<file path="src/rtl/cart_bank_pkg.sv">
`timescale 1ns/1ps
// Package: shared widths, register-select encoding and the control state
// record for the cartridge bank controller.
// Assumes the bus address is 16 bits and the data 8 bits.
package cart_bank_pkg;

    localparam int BUS_AW   = 16;
    localparam int BUS_DW   = 8;
    localparam int LO_W     = 5;               // low ROM bank field
    localparam int HI_W     = 2;               // secondary field width
    localparam int BANK_W   = LO_W + HI_W;     // full ROM bank number
    localparam int ROM_PG_W = 14;              // 16 KiB ROM page
    localparam int RAM_PG_W = 13;              // 8 KiB RAM page

    // Register targeted by a write to ROM space, decoded from address[14:13].
    typedef enum logic [1:0] {
        SEL_RAM_EN = 2'd0,
        SEL_LO     = 2'd1,
        SEL_SEC    = 2'd2,
        SEL_MODE   = 2'd3
    } reg_sel_e;

    typedef struct packed {
        logic              ram_on;
        logic              mode;
        logic [LO_W-1:0]   lo_bank;
        logic [HI_W-1:0]   hi_bank;
        logic [HI_W-1:0]   ram_bank;
    } ctrl_state_t;

endpackage

</file>
<file path="src/rtl/cbc_ctrl_regs.sv">
`timescale 1ns/1ps
// Module: cbc_ctrl_regs
// Holds the bank control registers and updates them on CPU writes into
// ROM space. Assumes wr_en is already qualified by the ROM-space decode.
module cbc_ctrl_regs
    import cart_bank_pkg::*;
(
    input  logic              clk,
    input  logic              rst_n,
    input  logic              wr_en,
    input  reg_sel_e          sel,
    input  logic [BUS_DW-1:0] wdata,
    output ctrl_state_t       st
);

    // Register update: one target per write, chosen by the select.
    always_ff @(posedge clk) begin
        if (!rst_n) begin
            st <= '0;
        end else if (wr_en) begin
            unique case (sel)
                SEL_RAM_EN: st.ram_on  <= (wdata[3:0] == 4'hA);
                SEL_LO:     st.lo_bank <= wdata[LO_W-1:0];
                SEL_SEC: begin
                    if (st.mode) st.ram_bank <= wdata[HI_W-1:0];
                    else         st.hi_bank  <= wdata[HI_W-1:0];
                end
                SEL_MODE: begin
                    if (wdata == 8'h00)      st.mode <= 1'b0;
                    else if (wdata == 8'h01) st.mode <= 1'b1;
                end
                default: ;
            endcase
        end
    end

    AST_EN_NIBBLE: assert property (@(posedge clk) disable iff (!rst_n)
        (wr_en && sel == SEL_RAM_EN) |=> (st.ram_on == ($past(wdata[3:0]) == 4'hA)));
    AST_LO_LOAD: assert property (@(posedge clk) disable iff (!rst_n)
        (wr_en && sel == SEL_LO) |=> (st.lo_bank == $past(wdata[LO_W-1:0])));
    AST_HI_KEEP: assert property (@(posedge clk) disable iff (!rst_n)
        (wr_en && sel == SEL_LO) |=> $stable(st.hi_bank));
    AST_SEC_STEER: assert property (@(posedge clk) disable iff (!rst_n)
        (wr_en && sel == SEL_SEC && st.mode) |=> $stable(st.hi_bank));
    AST_MODE_HOLD: assert property (@(posedge clk) disable iff (!rst_n)
        (wr_en && sel == SEL_MODE && wdata > 8'h01) |=> $stable(st.mode));

endmodule

</file>
<file path="src/rtl/cbc_rom_xlat.sv">
`timescale 1ns/1ps
// Module: cbc_rom_xlat
// Turns a ROM-space bus address and the bank registers into a physical ROM
// address. Bank 0 is fixed below 0x4000; above it the effective bank is used.
// Assumes ROM_AW >= 15 (at least two pages); truncation is the size mask.
module cbc_rom_xlat
    import cart_bank_pkg::*;
#(
    parameter int ROM_AW = 21
) (
    input  logic [ROM_PG_W:0]   cpu_off,   // bit 14 selects the switchable page
    input  logic [LO_W-1:0]     lo_bank,
    input  logic [HI_W-1:0]     hi_bank,
    output logic [ROM_AW-1:0]   rom_addr
);

    localparam int FULL_W = BANK_W + ROM_PG_W;

    logic [BANK_W-1:0] eff_bank;
    logic [FULL_W-1:0] full_addr;

    // Effective bank: a zero low field advances the whole bank by one.
    always_comb begin
        eff_bank = {hi_bank, lo_bank} + BANK_W'(lo_bank == '0);
    end

    // Physical address before size masking.
    always_comb begin
        if (cpu_off[ROM_PG_W]) full_addr = {eff_bank, cpu_off[ROM_PG_W-1:0]};
        else                   full_addr = {{BANK_W{1'b0}}, cpu_off[ROM_PG_W-1:0]};
    end

    generate
        if (ROM_AW <= FULL_W) begin : g_trunc
            assign rom_addr = full_addr[ROM_AW-1:0];
        end else begin : g_extend
            assign rom_addr = {{(ROM_AW-FULL_W){1'b0}}, full_addr};
        end
    endgenerate

endmodule

</file>
<file path="src/rtl/cbc_ram_xlat.sv">
`timescale 1ns/1ps
// Module: cbc_ram_xlat
// Maps an offset in the RAM window and the RAM bank onto a physical RAM
// address. Assumes RAM_AW >= 13; truncation is the size mask.
module cbc_ram_xlat
    import cart_bank_pkg::*;
#(
    parameter int RAM_AW = 15
) (
    input  logic [RAM_PG_W-1:0] cpu_off,
    input  logic [HI_W-1:0]     ram_bank,
    output logic [RAM_AW-1:0]   ram_addr
);

    localparam int FULL_W = HI_W + RAM_PG_W;

    logic [FULL_W-1:0] full_addr;

    // Bank concatenated above the page offset.
    always_comb full_addr = {ram_bank, cpu_off};

    generate
        if (RAM_AW <= FULL_W) begin : g_trunc
            assign ram_addr = full_addr[RAM_AW-1:0];
        end else begin : g_extend
            assign ram_addr = {{(RAM_AW-FULL_W){1'b0}}, full_addr};
        end
    endgenerate

endmodule

</file>
<file path="src/rtl/cart_bank_ctrl.sv">
`timescale 1ns/1ps
// Module: cart_bank_ctrl (top)
// Decodes the CPU bus into register writes, ROM reads and RAM accesses,
// drives the physical addresses and chip selects, and muxes read data.
// Assumes both memories answer combinationally and sizes are powers of two.
module cart_bank_ctrl
    import cart_bank_pkg::*;
#(
    parameter int ROM_AW = 21,
    parameter int RAM_AW = 15
) (
    input  logic              clk,
    input  logic              rst_n,
    input  logic [15:0]       bus_addr,
    input  logic [7:0]        bus_wdata,
    input  logic              bus_rd,
    input  logic              bus_wr,
    output logic [7:0]        bus_rdata,
    output logic [ROM_AW-1:0] rom_addr,
    output logic              rom_cs,
    input  logic [7:0]        rom_rdata,
    output logic [RAM_AW-1:0] ram_addr,
    output logic              ram_cs,
    output logic              ram_we,
    output logic [7:0]        ram_wdata,
    input  logic [7:0]        ram_rdata
);

    ctrl_state_t st;
    logic        in_rom;
    logic        in_ram;
    logic        rd_only;
    reg_sel_e    sel;

    // Window decode.
    always_comb begin
        in_rom  = ~bus_addr[15];
        in_ram  = (bus_addr[15:13] == 3'b101);
        rd_only = bus_rd & ~bus_wr;
        sel     = reg_sel_e'(bus_addr[14:13]);
    end

    cbc_ctrl_regs u_regs (
        .clk   (clk),
        .rst_n (rst_n),
        .wr_en (bus_wr & in_rom),
        .sel   (sel),
        .wdata (bus_wdata),
        .st    (st)
    );

    cbc_rom_xlat #(.ROM_AW(ROM_AW)) u_rom_xlat (
        .cpu_off  (bus_addr[ROM_PG_W:0]),
        .lo_bank  (st.lo_bank),
        .hi_bank  (st.hi_bank),
        .rom_addr (rom_addr)
    );

    cbc_ram_xlat #(.RAM_AW(RAM_AW)) u_ram_xlat (
        .cpu_off  (bus_addr[RAM_PG_W-1:0]),
        .ram_bank (st.ram_bank),
        .ram_addr (ram_addr)
    );

    // Chip selects and write strobe.
    always_comb begin
        rom_cs    = rd_only & in_rom;
        ram_cs    = (rd_only | bus_wr) & in_ram & st.ram_on;
        ram_we    = bus_wr & in_ram & st.ram_on;
        ram_wdata = bus_wdata;
    end

    // Read data mux; anything unselected returns zero.
    always_comb begin
        if (rom_cs)                 bus_rdata = rom_rdata;
        else if (ram_cs && rd_only) bus_rdata = ram_rdata;
        else                        bus_rdata = 8'h00;
    end

    AST_RAM_GATED: assert property (@(posedge clk) disable iff (!rst_n)
        (ram_cs || ram_we) |-> st.ram_on);
    AST_NO_ROM_WRITE: assert property (@(posedge clk) disable iff (!rst_n)
        bus_wr |-> !rom_cs);
    AST_FIXED_PAGE: assert property (@(posedge clk) disable iff (!rst_n)
        (rom_cs && !bus_addr[14]) |-> ((rom_addr >> ROM_PG_W) == '0));
    AST_DISABLED_ZERO: assert property (@(posedge clk) disable iff (!rst_n)
        (bus_rd && in_ram && !st.ram_on) |-> (bus_rdata == 8'h00));

endmodule

</file>
<file path="config.mk">
export PLATFORM = sky130hd
export DESIGN_NAME = cart_bank_ctrl
export DESIGN_NICKNAME = d
export VERILOG_FILES = /design/src/rtl/cart_bank_pkg.sv /design/src/rtl/cbc_ctrl_regs.sv /design/src/rtl/cbc_rom_xlat.sv /design/src/rtl/cbc_ram_xlat.sv /design/src/rtl/cart_bank_ctrl.sv
export SDC_FILE = /design/constraint.sdc
export NUM_CORES = 1
export LEC_CHECK = 0
export BUFFER_PORTS_ARGS = -buffer_cell sky130_fd_sc_hd__clkbuf_2
export CAP_MARGIN = 20
export CORE_MARGIN = 1
export CORE_UTILIZATION = 34
export CTS_CLUSTER_SIZE = 30
export DETAILED_ROUTE_END_ITERATION = 10
export GPL_TIMING_DRIVEN = 0
export MAX_ROUTING_LAYER = met4
export PLACE_DENSITY = 0.77
export SYNTH_ARGS = -nofsm -noshare
export SYNTH_HDL_FRONTEND = slang
export SYNTH_HIERARCHICAL = 1
export SYNTH_SLANG_ARGS = --single-unit
</file>
<file path="constraint.sdc">
create_clock -name clk -period 2.2 [get_ports clk]
set_input_delay 0.11 -clock clk [delete_from_list [all_inputs] [get_ports clk]]
set_output_delay 0.11 -clock clk [all_outputs]
set_load 0.005 [all_outputs]
</file>
# Word-level counts from Yosys, hierarchy flattened
# Index checks and enable logic that the tools add are counted.
# word_totals
word_cells,38
in_bits,44
output_inout_bits,55
regBits,11
# op_classes
addsub,1
eq_ne,6
n_bitwise,11
muxes,5
reduce_logical,10
# op_table
op,count
21-bit 2-to-1 mux,1
8-bit 2-to-1 mux,2
3-bit AND reduction,3
8-bit by 1-bit equality test with 1-bit output (second input constant),1
8-bit zero test,1
7-bit by 1-bit adder with 7-bit output,1
1-bit AND,7
5-bit zero test,1
2-bit equality test (second input constant),2
4-bit equality test (second input constant),1
2-bit AND reduction,2
3-bit equality test (second input constant),1
1-bit inverter,3
2-bit by 1-bit equality test with 1-bit output (second input constant),1
2-bit zero test,1
1-bit 2-to-1 mux,2
2-bit nonzero test,1
1-bit logical AND,1
1-bit bitwise OR,1

# Logic depth before layout (Yosys ltp)
# Gate-level depths: netlist of the first run.
# logic_depth
depth_word,8
depth_mapped,7
ltp_nobuf,7

# By module
# The synthesis of the first run kept the hierarchy.
# modules_own_cells
module,cells_each,seq_area_each_um2,instances,area_each_um2
cbc_ctrl_regs,43,220.2,1,481.7
cbc_rom_xlat,39,0.0,1,281.5
cart_bank_ctrl,24,0.0,1,215.2
cbc_ram_xlat,15,0.0,1,112.6

# Worst setup path before layout of the first run
# Ideal clock, no wire load.
# synth_timing
path_type,reg-to-output
startpoint,"register, netlist name u_regs/st[8]"
endpoint,output rom_addr[20]
slack_ns,0.039
arrival_ns,2.051
required_time_ns,2.090
n_path_buf,0
stages_incl_launch_ff,8
path_cell_list,dfxtp_1 -> or4_2 -> nor2_1 -> ha_1 -> ha_1 -> nand2_1 -> or4b_1 -> o21ai_0
# synth_between
elab_chain_len,3
# synth_lines
item,line_no,source
5-bit zero test,cbc_rom_xlat.sv:24,"eff_bank = {hi_bank, lo_bank} + BANK_W'(lo_bank == '0);"
7-bit by 1-bit adder with 7-bit output (*),cbc_rom_xlat.sv:24,
21-bit 2-to-1 mux (*),cbc_rom_xlat.sv:29,"if (cpu_off[ROM_PG_W]) full_addr = {eff_bank, cpu_off[ROM_PG_W-1:0]};"
end: declaration,cart_bank_ctrl.sv:19,"output logic [ROM_AW-1:0] rom_addr,"
# Mark *: on every way between the ends. The rest lies on a longest branch, timed or not.

# Worst setup path after layout of the first run
# layout_timing
startpoint,"register, netlist name u_regs/st[4]"
endpoint,output rom_addr[20]
# layout_between
elab_chain_len,3
# layout_lines
item,line_no
5-bit zero test,cbc_rom_xlat.sv:24
7-bit by 1-bit adder with 7-bit output (*),cbc_rom_xlat.sv:24
21-bit 2-to-1 mux (*),cbc_rom_xlat.sv:29
# Marks and branches as above.

==> results of run 1 <==
layer usage:
metal  GRT usage  vias up
li1            -      589
met1       0.170      507
met2       0.310       62
met3      0.0242        0
met4      0.0306        0
met5           -        -
final timing paths:
path | slack (ns) | start | to | depth (start not counted)
worst max-delay path | -0.15 | u_regs/st[4]$_SDFFE_PN0P_ | rom_addr[20] | 8
worst min-delay path | 0.11 | rst_n | u_regs/st[9]$_SDFFE_PN0P_ | 3
worst max register to register | 1.20 | u_regs/st[9]$_SDFFE_PN0P_ | u_regs/st[3]$_SDFFE_PN0P_ | 3
worst min register to register | 0.48 | u_regs/st[9]$_SDFFE_PN0P_ | u_regs/st[9]$_SDFFE_PN0P_ | 2
placed cells by master (no fill, tap or decap), drive strengths merged, types with 2 or more instances in the layout:
cell / instances
clkbuf: 87
ha: 3
nand3: 3
dfxtp: 11
and2: 6
xnor2: 2
nor2: 2
o21ai: 2
a32o: 8
buf: 50
nor3b: 2
nor2b: 11
mux2i: 11
nand2: 5
logic make-up (layout without fill, tap and decap cells):
family / after synthesis / after routing / share of synthesized area
adders and majority gates: 3 / 3 / 0.0344
xor gates and xnor gates: 3 / 3 / 0.0241
muxes: 11 / 11 / 0.101
buffers and inverters: 40 / 137 / 0.273
and+or+nand+nor: 41 / 41 / 0.270
AOI/OAI and AO/OA: 12 / 12 / 0.0963
DFF: 11 / 11 / 0.202
final cells by class:
class	instances	area (um^2)
clock buffer	4	26.3
tap	44	55.1
multi-input combinational	70	663
fill	275	1290
sequential	11	228
buffer	40	298
timing repair buffer	93	497
power groups by stage:
stage	registers [mW]	logic (mW)	clock network, mW
2_1_floorplan	0.209	0.0865	0
3_3_place_gp	0.210	0.169	0
3_5_place_dp	0.210	0.170	0
4_1_cts	0.204	0.184	0.137
5_1_grt	0.205	0.203	0.149
6_report	0.205	0.187	0.133
critical path, cell delays in order, from the launching register on:
cell,delay [ns]
dfxtp_2,0.32
or4_4,0.53
nor2_4,0.12
ha_4,0.15
ha_4,0.14
nand2_2,0.05
or4b_1,0.47
o21ai_1,0.09
buf_2,0.12
stage by stage:
| stage | util | cells | TNS [ns] |
|---|---|---|---|
| CTS | 0.562 | 261 | -0.458 |
| global placement | 0.515 | 250 | -0.175 |
| floorplan | - | 121 | 0 |
| global route | 0.579 | 262 | -0.858 |
| finish | 0.579 | 262 | -0.435 |
| detailed placement | 0.515 | 250 | -0.180 |
timing repair:
action / CTS / global route
setup buffers: 7 / 3
endpoints found under the setup margin: 5 / 5
gates resized for setup: 18 / 13
hold endpoints to repair: 0 / 0
pin swaps: 6 / 7
==> reports/qor.yml, run 1 <==
outcome: "finished with violations"
violations: "negative setup slack"
fp.coreArea_mm2: 0.00305
synth-edff-count: 0
drt-pass1-iter-count: 4
cp-end-kind: "output port"
die_h_um: 58.6
antenna_cells: 0
cts_root_buf: "clkbuf_4"
synth_cell_type_count: 34
synth_area_leaders: "buf_4 25%, dfxtp_1 20%, mux2i_1 10%"
cts_tree: "built"
hold_class: "input port to flip-flop"
initial_core_util: 0.357
clk_pin_slew_worst_paths_ns: 0.07
worst-setup-path-type: "flip-flop to output port"
grt_pass1_wl_um: 4130
grt_overflow: 0
cts_buffers: 3
setup_violations: 4
powerDensity_mw_per_mm2: 297
switching_share: 0.261
syn-instance-count: 121
yosys_warnings: 6
cp_data_arrival_time_ns: 2.24
met2_length_um: 1600
rsz0062_at_grt: "yes"
synth_common_cells: "37 x buf_4, 11 x dfxtp_1, 11 x mux2i_1, 11 x nor2b_1, 8 x a32o_1"
route.met3.wl_um: 256
wl_met1_um: 1140
highest_layer: "met3"
synth_area_per_cell_um2: 9.02
p_total_mw: 0.524
place_area_mm2: 0.00157
yosysMostFrequentCell: "buf_4"
syn_area_mm2: 0.00109
fin_area_mm2: 0.00177
reg.largest.list: "u_regs/st (11)"
regMostFlops: "u_regs/st"
largest_reg_flops: 11
ctsLongestPathBuffers: 2
vias: 1158
numPortBuffers: 85
layout.nets: 266
pwr-share-seq: 0.391
cp-start-kind: "flip-flop"
finalClockSkew_ns: 0.00319
fin_ws_ns: -0.149
dp_worst_setup_slack_ns: -0.180
dpl.hpwl_um: 2260
fin_crit_ns: 2.35
gp_congestion: 0.799
clock_latency_ns: 0.26
syn_nets: 168
synthFlopType: "dfxtp_1"
ys_seq_area_frac: 0.202
slew_violations: 0
synth.top_cell.area_share: 0.255
power_switching_mw: 0.137
worstPathMaxFanout: 2
ys_seq_elements: 11
dieArea_mm2: 0.00344
rows: 20
hold_violations: 0
cap_violations: 0
grt_pass1_vias: 927
whs_ns: 0.106
clockPowerShare: 0.253
ant_nets: 0
drt-wirelength-per-cell_um: 11.4
clock-sinks: 11
grt_start_max_net_pins: 15
crit_required_ns: 2.09
power.internal_mw: 0.387
layout-drive-gt1-share: 0.711
vias_per_cell: 4.42
async_reset_ff_frac: 0
drc: 0
combPwrFrac: 0.356
hold_buffers: 0
routed_wl_um: 3000
min_period_over_period: 1.07
vdd_drop_max_v: 0.000347
io_pins: 99
die_w_um: 58.6
syn2layout_area_growth_pct: 61.9
slew_headroom: 0.746
worst_pin_slew_ns: 0.380
antenna_found_initial: 0
synth_largest_area_cell: "buf_4"
grt_use_total: 0.160
timing.fmax_ghz: 0.426
drtIter0Drc: 32
leakagePower_nw: 0.953
htreeDepth: 1
Note: power is estimated with default switching activity, not from simulation.
==> inputs of run 2 (changes only) <==
==> constraint.sdc (replaced) <==
create_clock -name clk -period 2.2 [get_ports clk]
set_input_delay 0.44 -clock clk [delete_from_list [all_inputs] [get_ports clk]]
set_output_delay 0.44 -clock clk [all_outputs]
set_load 0.005 [all_outputs]
==> run 2 against run 1 <==
The flow still finishes with violations (negative setup slack). Die area unchanged. Fmax down 14%. Sequential share of layout area up 0.68 points. Register-to-register slack about the same. Largest cell class unchanged. Count of clock-buffer cells in the layout unchanged. Clock power up 5%. Sequential cell count unchanged. Wire length down 9.8%. Total power down 0.82%. Non-clock buffer count down 3. Highest routed layer is now met4.
==> reports/qor.yml, run 2 (synthesized netlist as in run 1, its figures left out) <==
drc: 0  # unchanged
cp_common_cell: "ha_4"  # unchanged
power_switching_mw: 0.139  # was 0.137 mW
nFillCells: 300  # was 275
tns_ns: -2.12  # was -0.435 ns
regMostFlops: "u_regs/st"  # unchanged
drt-pass1-iter-count: 4  # unchanged
finalNonFillerCells: 259  # was 262
drt-wirelength-per-cell_um: 10.4  # was 11.4 um
clk_pin_slew_worst_paths_ns: 0.07  # about the same
cp_data_arrival_time_ns: 2.28  # was 2.24 ns
cp-end-kind: "output port"  # unchanged
reg.largest.list: "u_regs/st (11)"  # unchanged
crit_slowest_cell: "or4_4"  # unchanged
rows: 20  # unchanged
slew_violations: 0  # unchanged
antenna_cells: 0  # unchanged
cts_tree: "built"  # unchanged
dp_cells: 250  # unchanged
numPortBuffers: 85  # unchanged
layout-drive-gt1-share: 0.679  # was 0.711
cp-start-kind: "flip-flop"  # unchanged
ctsLongestPathBuffers: 2  # unchanged
dpl.hpwl_um: 2210  # was 2260 um
r2r-start: "u_regs/st[9]$_SDFFE_PN0P_"  # unchanged
gp_congestion: 0.775  # was 0.799
grt_use_total: 0.153  # was 0.160
die_w_um: 58.6  # unchanged
finalClockSkew_ns: 0.00212  # was 0.00319 ns
fin_crit_ns: 2.72  # was 2.35 ns
hp-start: "rst_n"  # unchanged
clock_latency_ns: 0.27  # was 0.26 ns
fin_area_mm2: 0.00169  # was 0.00177 mm^2
htreeDepth: 1  # unchanged
io_pins: 99  # unchanged
combPwrFrac: 0.341  # was 0.356
powerDensity_mw_per_mm2: 308  # was 297 mW/mm^2
mostFrequentLayoutCells: "82 x clkbuf_2, 41 x buf_4, 11 x nor2b_1, 11 x mux2i_1"  # was 82 x clkbuf_2, 42 x buf_4, 11 x nor2b_1, 11 x mux2i_1, 8 x a32o_1
cpPeakStageDelay_ns: 0.54  # was 0.53 ns
crit_required_ns: 1.76  # was 2.09 ns
cap_violations: 0  # unchanged
r2r_cells: 3  # unchanged
slew_headroom: 0.742  # was 0.746
antenna_found_initial: 0  # unchanged
timing.critical_path.cells: "or4_4 > nor2_4 > ha_4 > ha_4 > nand2_1 > or4b_1 > o21ai_1 > buf_2"  # was or4_4 > nor2_4 > ha_4 > ha_4 > nand2_2 > or4b_1 > o21ai_1 > buf_2
hold_buffers: 0  # unchanged
cts_buffers: 3  # unchanged
fin_ws_ns: -0.521  # was -0.149 ns
cts_root_buf: "clkbuf_4"  # unchanged
grt_pass1_vias: 930  # was 927
fin_util: 0.553  # was 0.579
grt_pass1_wl_um: 3950  # was 4130 um
grt_start_max_net_pins: 15  # unchanged
rsz0062_at_grt: "yes"  # unchanged
vias: 1134  # was 1158
layout_commonest_cell: "clkbuf_2"  # unchanged
violations: "negative setup slack"  # unchanged
hold_class: "input port to flip-flop"  # unchanged
die_h_um: 58.6  # unchanged
leakagePower_nw: 0.917  # was 0.953 nW
hold_violations: 0  # unchanged
min_delay_path_depth: 3  # unchanged
vdd_drop_max_v: 0.000321  # was 0.000347 V
worst-setup-path-type: "flip-flop to output port"  # unchanged
layout.nets: 263  # was 266
vias_per_cell: 4.38  # was 4.42
syn2layout_area_growth_pct: 54.7  # was 61.9%
grt_overflow: 0  # unchanged
outcome: "finished with violations"  # unchanged
worstPathMaxFanout: 2  # unchanged
min_period_over_period: 1.24  # was 1.07
largest_reg_flops: 11  # unchanged
clock-sinks: 11  # unchanged
ant_nets: 0  # unchanged
switching_share: 0.267  # was 0.261
place_area_mm2: 0.00161  # was 0.00157 mm^2
routed_wl_um: 2710  # was 3000 um
power.internal_mw: 0.381  # was 0.387 mW
dieArea_mm2: 0.00344  # unchanged
timing.fmax_ghz: 0.367  # was 0.426 GHz
critical_path.startpoint: "u_regs/st[4]$_SDFFE_PN0P_"  # unchanged
whs_ns: 0.424  # was 0.106 ns
setup_violations: 6  # was 4
drtIter0Drc: 42  # was 32
initial_core_util: 0.357  # unchanged
worst_pin_slew_ns: 0.387  # was 0.380 ns
pwr-share-seq: 0.391  # about the same
fp.coreArea_mm2: 0.00305  # unchanged
clockPowerShare: 0.268  # was 0.253
run 2: final timing paths:
kind / endpoint / slack [ns]
max: rom_addr[20] / -0.52
min: u_regs/st[9]$_SDFFE_PN0P_ / 0.42
max reg2reg: u_regs/st[2]$_SDFFE_PN0P_ / 1.21
min reg2reg: u_regs/st[9]$_SDFFE_PN0P_ / 0.48
run 2: final cells by class:
class / count / area [um^2] / share of cell area
Multi-Input combinational cell: 70 / 613 / 0.363
Clock buffer: 4 / 26.3 / 0.0156
Sequential cell: 11 / 229 / 0.136
Buffer: 40 / 298 / 0.176
Timing Repair Buffer: 90 / 467 / 0.277
Tap cell: 44 / 55.1 / 0.0326
run 2: what timing repair did:
| item | in CTS | in global routing |
|---|---|---|
| hold endpoints to repair | 0 | 0 |
| setup endpoints to repair | 7 | 7 |
| setup buffers | 3 | 2 |
| pin swaps | 3 | 2 |
| resized for setup | 6 | 6 |
run 2: power by group through the flow:
stage	logic, mW	registers, mW	clock network, mW
final	0.177	0.203	0.139
after global routing	0.194	0.204	0.152
after CTS	0.177	0.203	0.144
after detailed placement	0.174	0.211	0
after global placement	0.172	0.211	0
after floorplan	0.0907	0.210	0
run 2: per-layer routing:
layer	up-vias	GRT usage	share of wire
met5	-	-	0
met4	0	0.0408	0.010
met3	4	0.0264	0.086
met2	62	0.291	0.50
met1	485	0.163	0.40
li1	583	-	-
run 2: stage by stage:
step                total power, mW  setup WS (ns)
CTS                           0.524         -0.536
global placement              0.383         -0.286
floorplan                     0.300         -0.112
finish                        0.520         -0.521
detailed placement            0.385         -0.295
global route                  0.549         -0.613
run 2: critical path: cells and delay by family, from the launching register on:
family | cells | cell delay (ns)
adders and majority gates | 2 | 0.27
and+or+nand+nor | 4 | 1.18
buffers and inverters | 1 | 0.12
AOI/OAI and AO/OA | 1 | 0.09
DFF | 1 | 0.34
==> inputs of run 3 (changes only) <==
--- a/config.mk
+++ b/config.mk
@@ -8,12 +8,12 @@
 export BUFFER_PORTS_ARGS = -buffer_cell sky130_fd_sc_hd__clkbuf_2
 export CAP_MARGIN = 20
 export CORE_MARGIN = 1
-export CORE_UTILIZATION = 34
+export CORE_UTILIZATION = 40
 export CTS_CLUSTER_SIZE = 30
 export DETAILED_ROUTE_END_ITERATION = 10
 export GPL_TIMING_DRIVEN = 0
 export MAX_ROUTING_LAYER = met4
-export PLACE_DENSITY = 0.77
+export PLACE_DENSITY = 0.85
 export SYNTH_ARGS = -nofsm -noshare
 export SYNTH_HDL_FRONTEND = slang
 export SYNTH_HIERARCHICAL = 1
==> constraint.sdc (replaced) <==
create_clock -name clk -period 3.3 [get_ports clk]
set_input_delay 0.66 -clock clk [delete_from_list [all_inputs] [get_ports clk]]
set_output_delay 0.66 -clock clk [all_outputs]
set_load 0.005 [all_outputs]
==> run 3 against run 2 <==
Critical path type unchanged. Largest cell class unchanged. Cell count is 7.3% lower. Highest routed layer is now met3. Global-route usage grew 2.2 points. Non-clock buffer count fell by 5. Via count decreased by 0.97%. The run now ends clean. Sequential cell count did not move. Count of clock-buffer cells in the layout did not move. Sequential share of layout area increased by 0.26 points.
==> reports/qor.yml, run 3 (synthesized netlist as in run 1, its figures left out) <==
numPortBuffers: 85  # unchanged
leakagePower_nw: 0.884  # was 0.917 nW
r2r_slack_ns: 2.29  # was 1.21 ns
layout-drive-gt1-share: 0.648  # was 0.679
mostFrequentLayoutCells: "86 x clkbuf_2, 37 x buf_4, 11 x nor2b_1, 11 x mux2i_1, 11 x dfxtp_1"  # was 82 x clkbuf_2, 41 x buf_4, 11 x nor2b_1, 11 x mux2i_1
cts_tree: "built"  # unchanged
slew_headroom: 0.741  # was 0.742
slew_violations: 0  # unchanged
grt_pass1_wl_um: 3800  # was 3950 um
finalClockSkew_ns: 0.00254  # was 0.00212 ns
layout.nets: 258  # was 263
layout_commonest_cell: "clkbuf_2"  # unchanged
cp-end-kind: "output port"  # unchanged
tns_ns: 0  # was -2.12 ns
power.internal_mw: 0.252  # was 0.381 mW
min_period_over_period: 0.918
cp.buffers_inverters: 1  # unchanged
io_pins: 99  # unchanged
vias_per_cell: 4.68  # was 4.38
timing.critical_path.cells: "or4_4 > nor2_4 > ha_1 > ha_2 > nand2_1 > or4b_1 > o21ai_0 > clkbuf_2"  # was or4_4 > nor2_4 > ha_4 > ha_4 > nand2_1 > or4b_1 > o21ai_1 > buf_2
power_switching_mw: 0.0869  # was 0.139 mW
worst-setup-path-type: "flip-flop to output port"  # unchanged
dpl.hpwl_um: 2210  # about the same
hold_buffers: 0  # unchanged
drc: 0  # unchanged
outcome: "completed"  # was finished with violations
timing.fmax_ghz: 0.330
r2r-start: "u_regs/st[9]$_SDFFE_PN0P_"  # unchanged
multiInputGateArea_um2: 586  # was 613 um^2
cts_buffers: 3  # unchanged
hp-start: "u_regs/st[9]$_SDFFE_PN0P_"  # was rst_n
routed_wl_um: 2590  # was 2710 um
worst_pin_slew_ns: 0.388  # was 0.387 ns
die_w_um: 54.2  # was 58.6 um
cp_data_arrival_time_ns: 2.37  # was 2.28 ns
crit_required_ns: 2.64  # was 1.76 ns
cpPeakStageDelay_ns: 0.55  # was 0.54 ns
rows: 18  # was 20
switching_share: 0.256  # was 0.267
hold_class: "flip-flop to flip-flop"  # was input port to flip-flop
antenna_found_initial: 0  # unchanged
antenna_cells: 0  # unchanged
min_delay_path_depth: 2  # was 3
ctsLongestPathBuffers: 2  # unchanged
largest_reg_flops: 11  # unchanged
regArea_um2: 220  # was 229 um^2
drt-wirelength-per-cell_um: 10.8  # was 10.4 um
dieArea_mm2: 0.00294  # was 0.00344 mm^2
grt_start_max_net_pins: 15  # unchanged
setup_violations: 0  # was 6
cp_num_cells: 8  # unchanged
ant_nets: 0  # unchanged
cap_violations: 0  # unchanged
fp.coreArea_mm2: 0.00252  # was 0.00305 mm^2
htreeDepth: 1  # unchanged
drtIter0Drc: 11  # was 42
syn2layout_area_growth_pct: 46.0  # was 54.7%
clock-sinks: 11  # unchanged
regMostFlops: "u_regs/st"  # unchanged
pwr-share-seq: 0.404  # was 0.391
reg.largest.list: "u_regs/st (11)"  # unchanged
grt_overflow: 0  # unchanged
combPwrFrac: 0.335  # was 0.341
grt_use_total: 0.175  # was 0.153
powerDensity_mw_per_mm2: 213  # was 308 mW/mm^2
drt-pass1-iter-count: 4  # unchanged
cts_root_buf: "clkbuf_4"  # unchanged
fin_area_mm2: 0.00159  # was 0.00169 mm^2
clockPowerShare: 0.261  # was 0.268
vias: 1123  # was 1134
critical_path.startpoint: "u_regs/st[8]$_SDFFE_PN0P_"  # was u_regs/st[4]$_SDFFE_PN0P_
die_h_um: 54.2  # was 58.6 um
place_area_mm2: 0.00155  # was 0.00161 mm^2
vdd_drop_max_v: 0.000244  # was 0.000321 V
initial_core_util: 0.433  # was 0.357
r2r_cells: 3  # unchanged
grt_pass1_vias: 938  # was 930
cp-start-kind: "flip-flop"  # unchanged
gp_congestion: 0.713  # was 0.775
rsz0062_at_grt: "no"  # was yes
clock_latency_ns: 0.26  # was 0.27 ns
cp_top_family: "simple AND/OR/NAND/NOR gates"  # unchanged
worstPathMaxFanout: 4  # was 2
hold_violations: 0  # unchanged
nFillCells: 235  # was 300
crit_slowest_cell: "or4_4"  # unchanged
clk_pin_slew_worst_paths_ns: 0.07  # about the same
fin_crit_ns: 3.03
==> run 3: cell count changes in the layout (fill, tap and decap cells not counted), moves of 2 or more <==
cell,before,now
buf_4,41,37
clkbuf_2,82,86
dfxtp_1,8,11
buf_2,4,0
dfxtp_4,2,0
ha_4,2,0
==> run 3: repair_timing <==
item	CTS	global route
endpoints found under the hold margin	0	0
setup endpoints to repair	0	1
buffers inserted	0	0
gates resized for setup	0	4
==> run 3: worst reg2reg max path: stages, from the launching register on <==
cell	delay [ns]
dfxtp_1	0.32
and4bb_1	0.31
mux2i_1	0.21
nor2b_1	0.06
==> run 3: per-stage QoR <==
stage | instances | hold slack, ns | util | total power, mW | worst slack [ns]
global route | 240 | 0.514 | 0.631 | 0.367 | 0.127
global placement | 236 | 0.464 | 0.616 | 0.251 | 0.384
floorplan | 121 | 0.447 | - | 0.197 | 0.589
CTS | 240 | 0.486 | 0.626 | 0.342 | 0.0548
detailed placement | 236 | 0.476 | 0.616 | 0.253 | 0.342
finish | 240 | 0.484 | 0.631 | 0.339 | 0.270
==> run 3: worst paths after layout <==
kind | to
worst max-delay path | rom_addr[20]
worst min-delay path | u_regs/st[9]$_SDFFE_PN0P_
worst max register to register | u_regs/st[3]$_SDFFE_PN0P_
worst min register to register | u_regs/st[9]$_SDFFE_PN0P_
==> run 3: layer usage <==
layer,vias up,track usage,part of all wire
li1,572,-,-
met1,495,0.188,0.38
met2,56,0.346,0.51
met3,0,0.0250,0.10
met4,0,0.0128,0
met5,-,-,0
==> run 3: power by group through the flow <==
stage          registers (mW)  clock network [mW]  logic [mW]
6_report                0.137              0.0884       0.114
5_1_grt                 0.137               0.104       0.126
4_1_cts                 0.137              0.0917       0.113
3_5_place_dp            0.140                   0       0.113
3_3_place_gp            0.140                   0       0.111
2_1_floorplan           0.139                   0      0.0576
==> run 3: cell type report <==
type                    count  area share
repair buffers             85       0.267
plain buffers              40       0.187
clock buffers               4      0.0165
multi-input cells          70       0.368
well taps                  30      0.0236
flip-flops and latches     11       0.138
